--- config.mk ---
export PLATFORM = sky130hd
export DESIGN_NAME = gpirq_top
export DESIGN_NICKNAME = d
export VERILOG_FILES = /design/src/rtl/gpirq_pkg.sv /design/src/rtl/gpirq_sync.sv /design/src/rtl/gpirq_pin_detect.sv /design/src/rtl/gpirq_flags.sv /design/src/rtl/gpirq_top.sv
export SDC_FILE = /design/constraint.sdc
export NUM_CORES = 1
export LEC_CHECK = 0
export ABC_AREA = 1
export BUFFER_PORTS_ARGS = -buffer_cell sky130_fd_sc_hd__buf_2
export CAP_MARGIN = 10
export CORE_MARGIN = 5
export CORE_UTILIZATION = 40
export DETAILED_ROUTE_END_ITERATION = 6
export PLACE_DENSITY = 0.59
export SYNTH_ARGS = -nofsm -noshare
export SYNTH_HDL_FRONTEND = slang
export SYNTH_SLANG_ARGS = --single-unit
--- constraint.sdc ---
create_clock -name clk -period 3.2 [get_ports clk]
set_clock_uncertainty 0.2 [all_clocks]
set_input_delay 0.64 -clock clk [delete_from_list [all_inputs] [get_ports clk]]
set_output_delay 0.64 -clock clk [all_outputs]
set_load 0.02 [all_outputs]
--- src/rtl/gpirq_pkg.sv ---
package gpirq_pkg;

    localparam int unsigned CFG_W   = 4;
    localparam int unsigned CFG_LSB = 16;

    localparam logic [CFG_W-1:0] CODE_OFF  = 4'h0;
    localparam logic [CFG_W-1:0] CODE_LOW  = 4'h8;
    localparam logic [CFG_W-1:0] CODE_RISE = 4'h9;
    localparam logic [CFG_W-1:0] CODE_FALL = 4'hA;
    localparam logic [CFG_W-1:0] CODE_BOTH = 4'hB;
    localparam logic [CFG_W-1:0] CODE_HIGH = 4'hC;

    typedef enum logic [2:0] {
        DET_OFF  = 3'd0,
        DET_LOW  = 3'd1,
        DET_RISE = 3'd2,
        DET_FALL = 3'd3,
        DET_BOTH = 3'd4,
        DET_HIGH = 3'd5
    } det_mode_e;

    // Map a raw field code onto a detection mode; unknown codes disable.
    function automatic det_mode_e decode_cfg(input logic [CFG_W-1:0] code);
        det_mode_e m;
        unique case (code)
            CODE_LOW:  m = DET_LOW;
            CODE_RISE: m = DET_RISE;
            CODE_FALL: m = DET_FALL;
            CODE_BOTH: m = DET_BOTH;
            CODE_HIGH: m = DET_HIGH;
            default:   m = DET_OFF;
        endcase
        return m;
    endfunction

endpackage

--- src/rtl/gpirq_sync.sv ---
module gpirq_sync #(
    parameter int unsigned WIDTH  = 32,
    parameter int unsigned STAGES = 2
) (
    input  logic             clk,
    input  logic             rst_n,
    input  logic [WIDTH-1:0] din,
    output logic [WIDTH-1:0] dout
);

    logic [WIDTH-1:0] stg_q [STAGES];

    for (genvar s = 0; s < STAGES; s++) begin : g_stage
        if (s == 0) begin : g_first
            always_ff @(posedge clk) begin
                if (!rst_n) stg_q[s] <= '0;
                else        stg_q[s] <= din;
            end
        end else begin : g_next
            always_ff @(posedge clk) begin
                if (!rst_n) stg_q[s] <= '0;
                else        stg_q[s] <= stg_q[s-1];
            end
        end
    end

    assign dout = stg_q[STAGES-1];

endmodule

--- src/rtl/gpirq_pin_detect.sv ---
module gpirq_pin_detect
    import gpirq_pkg::*;
(
    input  logic             clk,
    input  logic             rst_n,
    input  logic [CFG_W-1:0] cfg,
    input  logic             lvl,
    output logic             hit
);

    logic      prev_q;
    det_mode_e mode;

    always_ff @(posedge clk) begin
        if (!rst_n) prev_q <= 1'b0;
        else        prev_q <= lvl;
    end

    assign mode = decode_cfg(cfg);

    always_comb begin
        hit = 1'b0;
        unique case (mode)
            DET_OFF:  hit = 1'b0;
            DET_LOW:  hit = ~lvl;
            DET_RISE: hit = lvl & ~prev_q;
            DET_FALL: hit = ~lvl & prev_q;
            DET_BOTH: hit = lvl ^ prev_q;
            DET_HIGH: hit = lvl;
            default:  hit = 1'b0;
        endcase
    end

endmodule

--- src/rtl/gpirq_flags.sv ---
module gpirq_flags #(
    parameter int unsigned WIDTH = 32
) (
    input  logic             clk,
    input  logic             rst_n,
    input  logic [WIDTH-1:0] hit,
    input  logic             clr_en,
    input  logic [WIDTH-1:0] clr_mask,
    output logic [WIDTH-1:0] flags,
    output logic             irq
);

    logic [WIDTH-1:0] clr_eff;

    assign clr_eff = clr_en ? clr_mask : '0;

    // A new event is ORed after the clear, so it wins a same-cycle race.
    always_ff @(posedge clk) begin
        if (!rst_n) begin
            flags <= '0;
            irq   <= 1'b0;
        end else begin
            flags <= (flags & ~clr_eff) | hit;
            irq   <= |flags;
        end
    end

endmodule

--- src/rtl/gpirq_top.sv ---
module gpirq_top
    import gpirq_pkg::*;
#(
    parameter int unsigned NUM_PINS    = 32,
    parameter int unsigned ADDR_W      = 8,
    parameter int unsigned DATA_W      = 32,
    parameter int unsigned SYNC_STAGES = 2,
    parameter int unsigned FLAG_OFS    = 'hA0
) (
    input  logic              clk,
    input  logic              rst_n,
    input  logic [NUM_PINS-1:0] pin_in,
    input  logic              bus_wr,
    input  logic              bus_rd,
    input  logic [ADDR_W-1:0] bus_addr,
    input  logic [DATA_W-1:0] bus_wdata,
    output logic [DATA_W-1:0] bus_rdata,
    output logic              irq_out
);

    localparam int unsigned IDX_W     = ADDR_W - 2;
    localparam int unsigned CTRL_SPAN = NUM_PINS * 4;

    logic [NUM_PINS-1:0]            sync_q;
    logic [NUM_PINS-1:0]            hit;
    logic [NUM_PINS-1:0]            flag_q;
    logic [NUM_PINS-1:0][CFG_W-1:0] cfg_q;
    logic [IDX_W-1:0]               idx;
    logic                           ctrl_sel;
    logic                           flag_sel;
    logic [DATA_W-1:0]              rd_next;

    assign idx      = bus_addr[ADDR_W-1:2];
    assign ctrl_sel = (int'(bus_addr) < int'(CTRL_SPAN)) && (bus_addr[1:0] == 2'b00);
    assign flag_sel = (bus_addr == ADDR_W'(FLAG_OFS));

    gpirq_sync #(
        .WIDTH  (NUM_PINS),
        .STAGES (SYNC_STAGES)
    ) u_sync (
        .clk   (clk),
        .rst_n (rst_n),
        .din   (pin_in),
        .dout  (sync_q)
    );

    for (genvar i = 0; i < NUM_PINS; i++) begin : g_pin
        always_ff @(posedge clk) begin
            if (!rst_n)
                cfg_q[i] <= CODE_OFF;
            else if (bus_wr && ctrl_sel && (idx == IDX_W'(i)))
                cfg_q[i] <= bus_wdata[CFG_LSB +: CFG_W];
        end

        gpirq_pin_detect u_det (
            .clk   (clk),
            .rst_n (rst_n),
            .cfg   (cfg_q[i]),
            .lvl   (sync_q[i]),
            .hit   (hit[i])
        );
    end

    gpirq_flags #(
        .WIDTH (NUM_PINS)
    ) u_flags (
        .clk      (clk),
        .rst_n    (rst_n),
        .hit      (hit),
        .clr_en   (bus_wr && flag_sel),
        .clr_mask (bus_wdata[NUM_PINS-1:0]),
        .flags    (flag_q),
        .irq      (irq_out)
    );

    always_comb begin
        rd_next = '0;
        if (flag_sel) begin
            rd_next[NUM_PINS-1:0] = flag_q;
        end else if (ctrl_sel) begin
            for (int k = 0; k < NUM_PINS; k++) begin
                if (idx == IDX_W'(k)) rd_next[CFG_LSB +: CFG_W] = cfg_q[k];
            end
        end
    end

    always_ff @(posedge clk) begin
        if (!rst_n)      bus_rdata <= '0;
        else if (bus_rd) bus_rdata <= rd_next;
    end

endmodule

==> summary.txt <==
Die
  – I/O Pins: 109
  – Die Ht: 192 µm
  – Starting Density: 0.407
  – Rows: 66
  – Core area: 32700 µm²
  – Full die area: 37000 µm²
  – Die Width: 192 µm

Clock tree
  – H-tree levels: 2
  – Hold-fix buffers, CTS: 0
  – CTS max path bufs: 3
  – Resize count post-CTS: 0
  – TritonCTS buffer count: 35
  – CTS tree: built
  – Worst-Skew Late Latency: 0.50 ns
  – Root buffer cell: clkbuf_16
  – Setup bufs post-CTS: 0
  – TritonCTS Sinks: 289
  – Reg clk slew, reported paths: 0.06 ns

Drt
  – WL per Instance: 14.5 µm
  – DRT iter0 DRCs: 969
  – DRC viols: 0
  – Antenna Nets Post-Route: 0
  – Detailed-route vias per instance: 4.97
  – First drt pass iteration count: 5
  – Final WL: 35.3 mm
  – Vias: 12100

Pwr
  – Cell-internal power: 0.00635 W
  – Design Power: 0.00817 W
  – Clock power frac: 0.489
  – PD cells: 517 nW/µm²
  – Worst VDD drop: 0.254 mV
  – Sequential share of power: 0.455
  – Comb power frac: 0.057
  – Sw frac: 0.223
  – Leak pwr: 6.99 nW
  – Switch Pwr: 0.00182 W

STA
  – Final hold viol count: 0
  – Max-slew violation count: 0
  – Final setup margin: 0.442 ns
  – Final number of setup-violating endpoints: 0
  – Max transition margin: 0.438
  – Fmax: 0.363 GHz
  – Hold_ws: 0.119 ns
  – RSZ-0062 raised after global routing: false
  – Final Cycle Share: 0.862
  – Fin crit period: 2.76 ns
  – Worst-margin pin slew: 0.842 ns

Setup path
  – Worst setup SP type: primary input
  – Crit. End Element: register
  – Crit path depth: 25
  – CP most frequent cell: nand2_1
  – CP Class: in -> reg
  – Crit path DAT: 2.98 ns
  – Buffer and inverter count on the worst path: 2
  – Reg2reg path depth: 26
  – CP max FO: 5
  – Slowest cell on crit path: nor2_1
  – Critical Path Max Stage Delay: 0.27 ns
  – Critical Path RT: 3.43 ns
  – Kind of cell adding the most delay to the critical path: simple AND/OR/NAND/NOR gates

Layout
  – Final core utilization: 0.483
  – Layout cells sized above 1: 0.120
  – Area grow syn2layout: 18.7%
  – Fin nets: 2109

Outcome
  – Status: finished clean

Place
  – DP Wirelength: 25.6 mm
  – GPL Wtd Cong: 0.898
  – Setup WS pre-CTS: -0.0635 ns
  – # port buffers: 108

Synth
  – Synthesized area: 13300 µm²
  – FFs w/ async S/R, synth: 0
  – Number of synthesized flops with an enable pin: 0
  – Register area share after synthesis: 0.435
  – Cells after synthesis: 1838
  – Count leader, synth: nand2_1
  – Synth Flop Type: dfxtp_1
  – Area contributors post-synth: dfxtp_1 (43%), nand2_1 (11%), inv_1 (7.8%)
  – Synthesized flop and latch total: 289
  – Leading area contributor after synthesis: dfxtp_1
  – Syn_area_per_cell: 7.24 µm²
  – Top-area cell type share of the netlist area: 0.435
  – Synth warn: 0
  – Syn nets: 1978
  – Cell variety after synth: 28
  – Top cells by count, synth: nand2_1 (388), dfxtp_1 (289), inv_1 (275), o21ai_0 (192), a21oi_1 (180)

Min path
  – Worst min-delay path category: in -> reg
  – Hold Path Stages: 3

Run
  – Maxcap violations: 0

Global route
  – Gr usage total: 0.187
  – Initial antenna violation count: 1
  – First-pass GRT wire length: 56.9 mm
  – Grt total ovfl: 0
  – Largest net degree at the start of global routing: 136
  – Vias in the first global route: 11000
cell usage in the layout (no fill, tap or decap), types with 3 or more instances in the layout:
cell type,instances
clkbuf_1,11
a32o_1,23
o211ai_1,30
clkbuf_16,37
buf_2,107
nor3_1,49
nand2_1,388
inv_2,4
a21oi_1,180
bufinv_16,3
buf_12,6
nor2_2,6
nor2_1,134
nand4_1,19
ha_1,64
inv_1,275
nand3_1,52
dfxtp_1,289
a211oi_1,23
o21ai_0,192
or2_2,13
nor4_1,9
nor2_4,5
buf_4,47
clkbuf_8,7
o22ai_1,8
power by group through the flow:
stage | combinational [W] | clock [W] | sequential, W
floorplan | 0.000256 | 0 | 0.00381
global placement | 0.000454 | 0 | 0.00379
detailed placement | 0.000463 | 0 | 0.00379
CTS | 0.000466 | 0.00410 | 0.00372
global route | 0.000520 | 0.00425 | 0.00372
finish | 0.000462 | 0.00399 | 0.00372
flip-flops by register name, summed over array words and instances, names as in the netlist:
name / flops
u_flags.flags: 32
cfg_q: 128
g_pin.u_det.prev_q: 32
u_flags.irq: 1
u_sync.stg_q: 64
bus_rdata: 32
cells by family after synthesis:
| family | Yosys count | synth area share |
|---|---|---|
| adder cells (fa/ha/maj) | 64 | 0.0602 |
| flip-flops | 289 | 0.435 |
| buffers and inverters | 346 | 0.0983 |
| AND/OR/NAND/NOR | 679 | 0.213 |
| AO/OA/AOI/OAI | 460 | 0.193 |
path summary, 6_finish.rpt:
path                         end                 from  slack, ns
min reg2reg  u_sync.stg_q[1][21]  u_sync.stg_q[0][21]       0.21
max                bus_rdata[19]          bus_addr[2]       0.44
max reg2reg        bus_rdata[17]             cfg_q[9]       0.78
min           u_sync.stg_q[0][7]            pin_in[7]       0.12
area by class of cell:
| type | instances | area, µm² |
|---|---|---|
| Fill cell | 3364 | 16900 |
| Multi-Input combinational cell | 1203 | 6210 |
| Sequential cell | 289 | 5790 |
| Clock buffer | 55 | 1060 |
| Inverter | 279 | 1050 |
| Timing Repair Buffer | 161 | 1020 |
| Tap cell | 442 | 553 |
| Clock inverter | 6 | 108 |
| Antenna cell | 1 | 2.50 |
worst min-delay path, stage by stage:
cell     delay [ns]
buf_2          0.07
nand2_1        0.04
inv_1          0.04
metal layers:
| metal | routed length (µm) | global-route usage | part of all wire | up-vias |
|---|---|---|---|---|
| li1 | - | - | - | 6274 |
| met1 | 17400 | 0.273 | 0.49 | 5502 |
| met2 | 15300 | 0.291 | 0.43 | 272 |
| met3 | 1930 | 0.0275 | 0.055 | 48 |
| met4 | 712 | 0.0461 | 0.020 | 0 |
| met5 | 0 | 0 | 0 | - |
metrics by stage:
stage / cells / TNS (ns) / instance area, µm²
final: 2436 / 0 / 15800
after global routing: 2436 / 0 / 15800
after CTS: 2435 / 0 / 15800
after detailed placement: 2374 / -0.152 / 14600
after global placement: 2374 / -0.00922 / 14600
after floorplan: 1838 / 0 / 13300
Note: power is estimated with default switching activity, not from simulation.
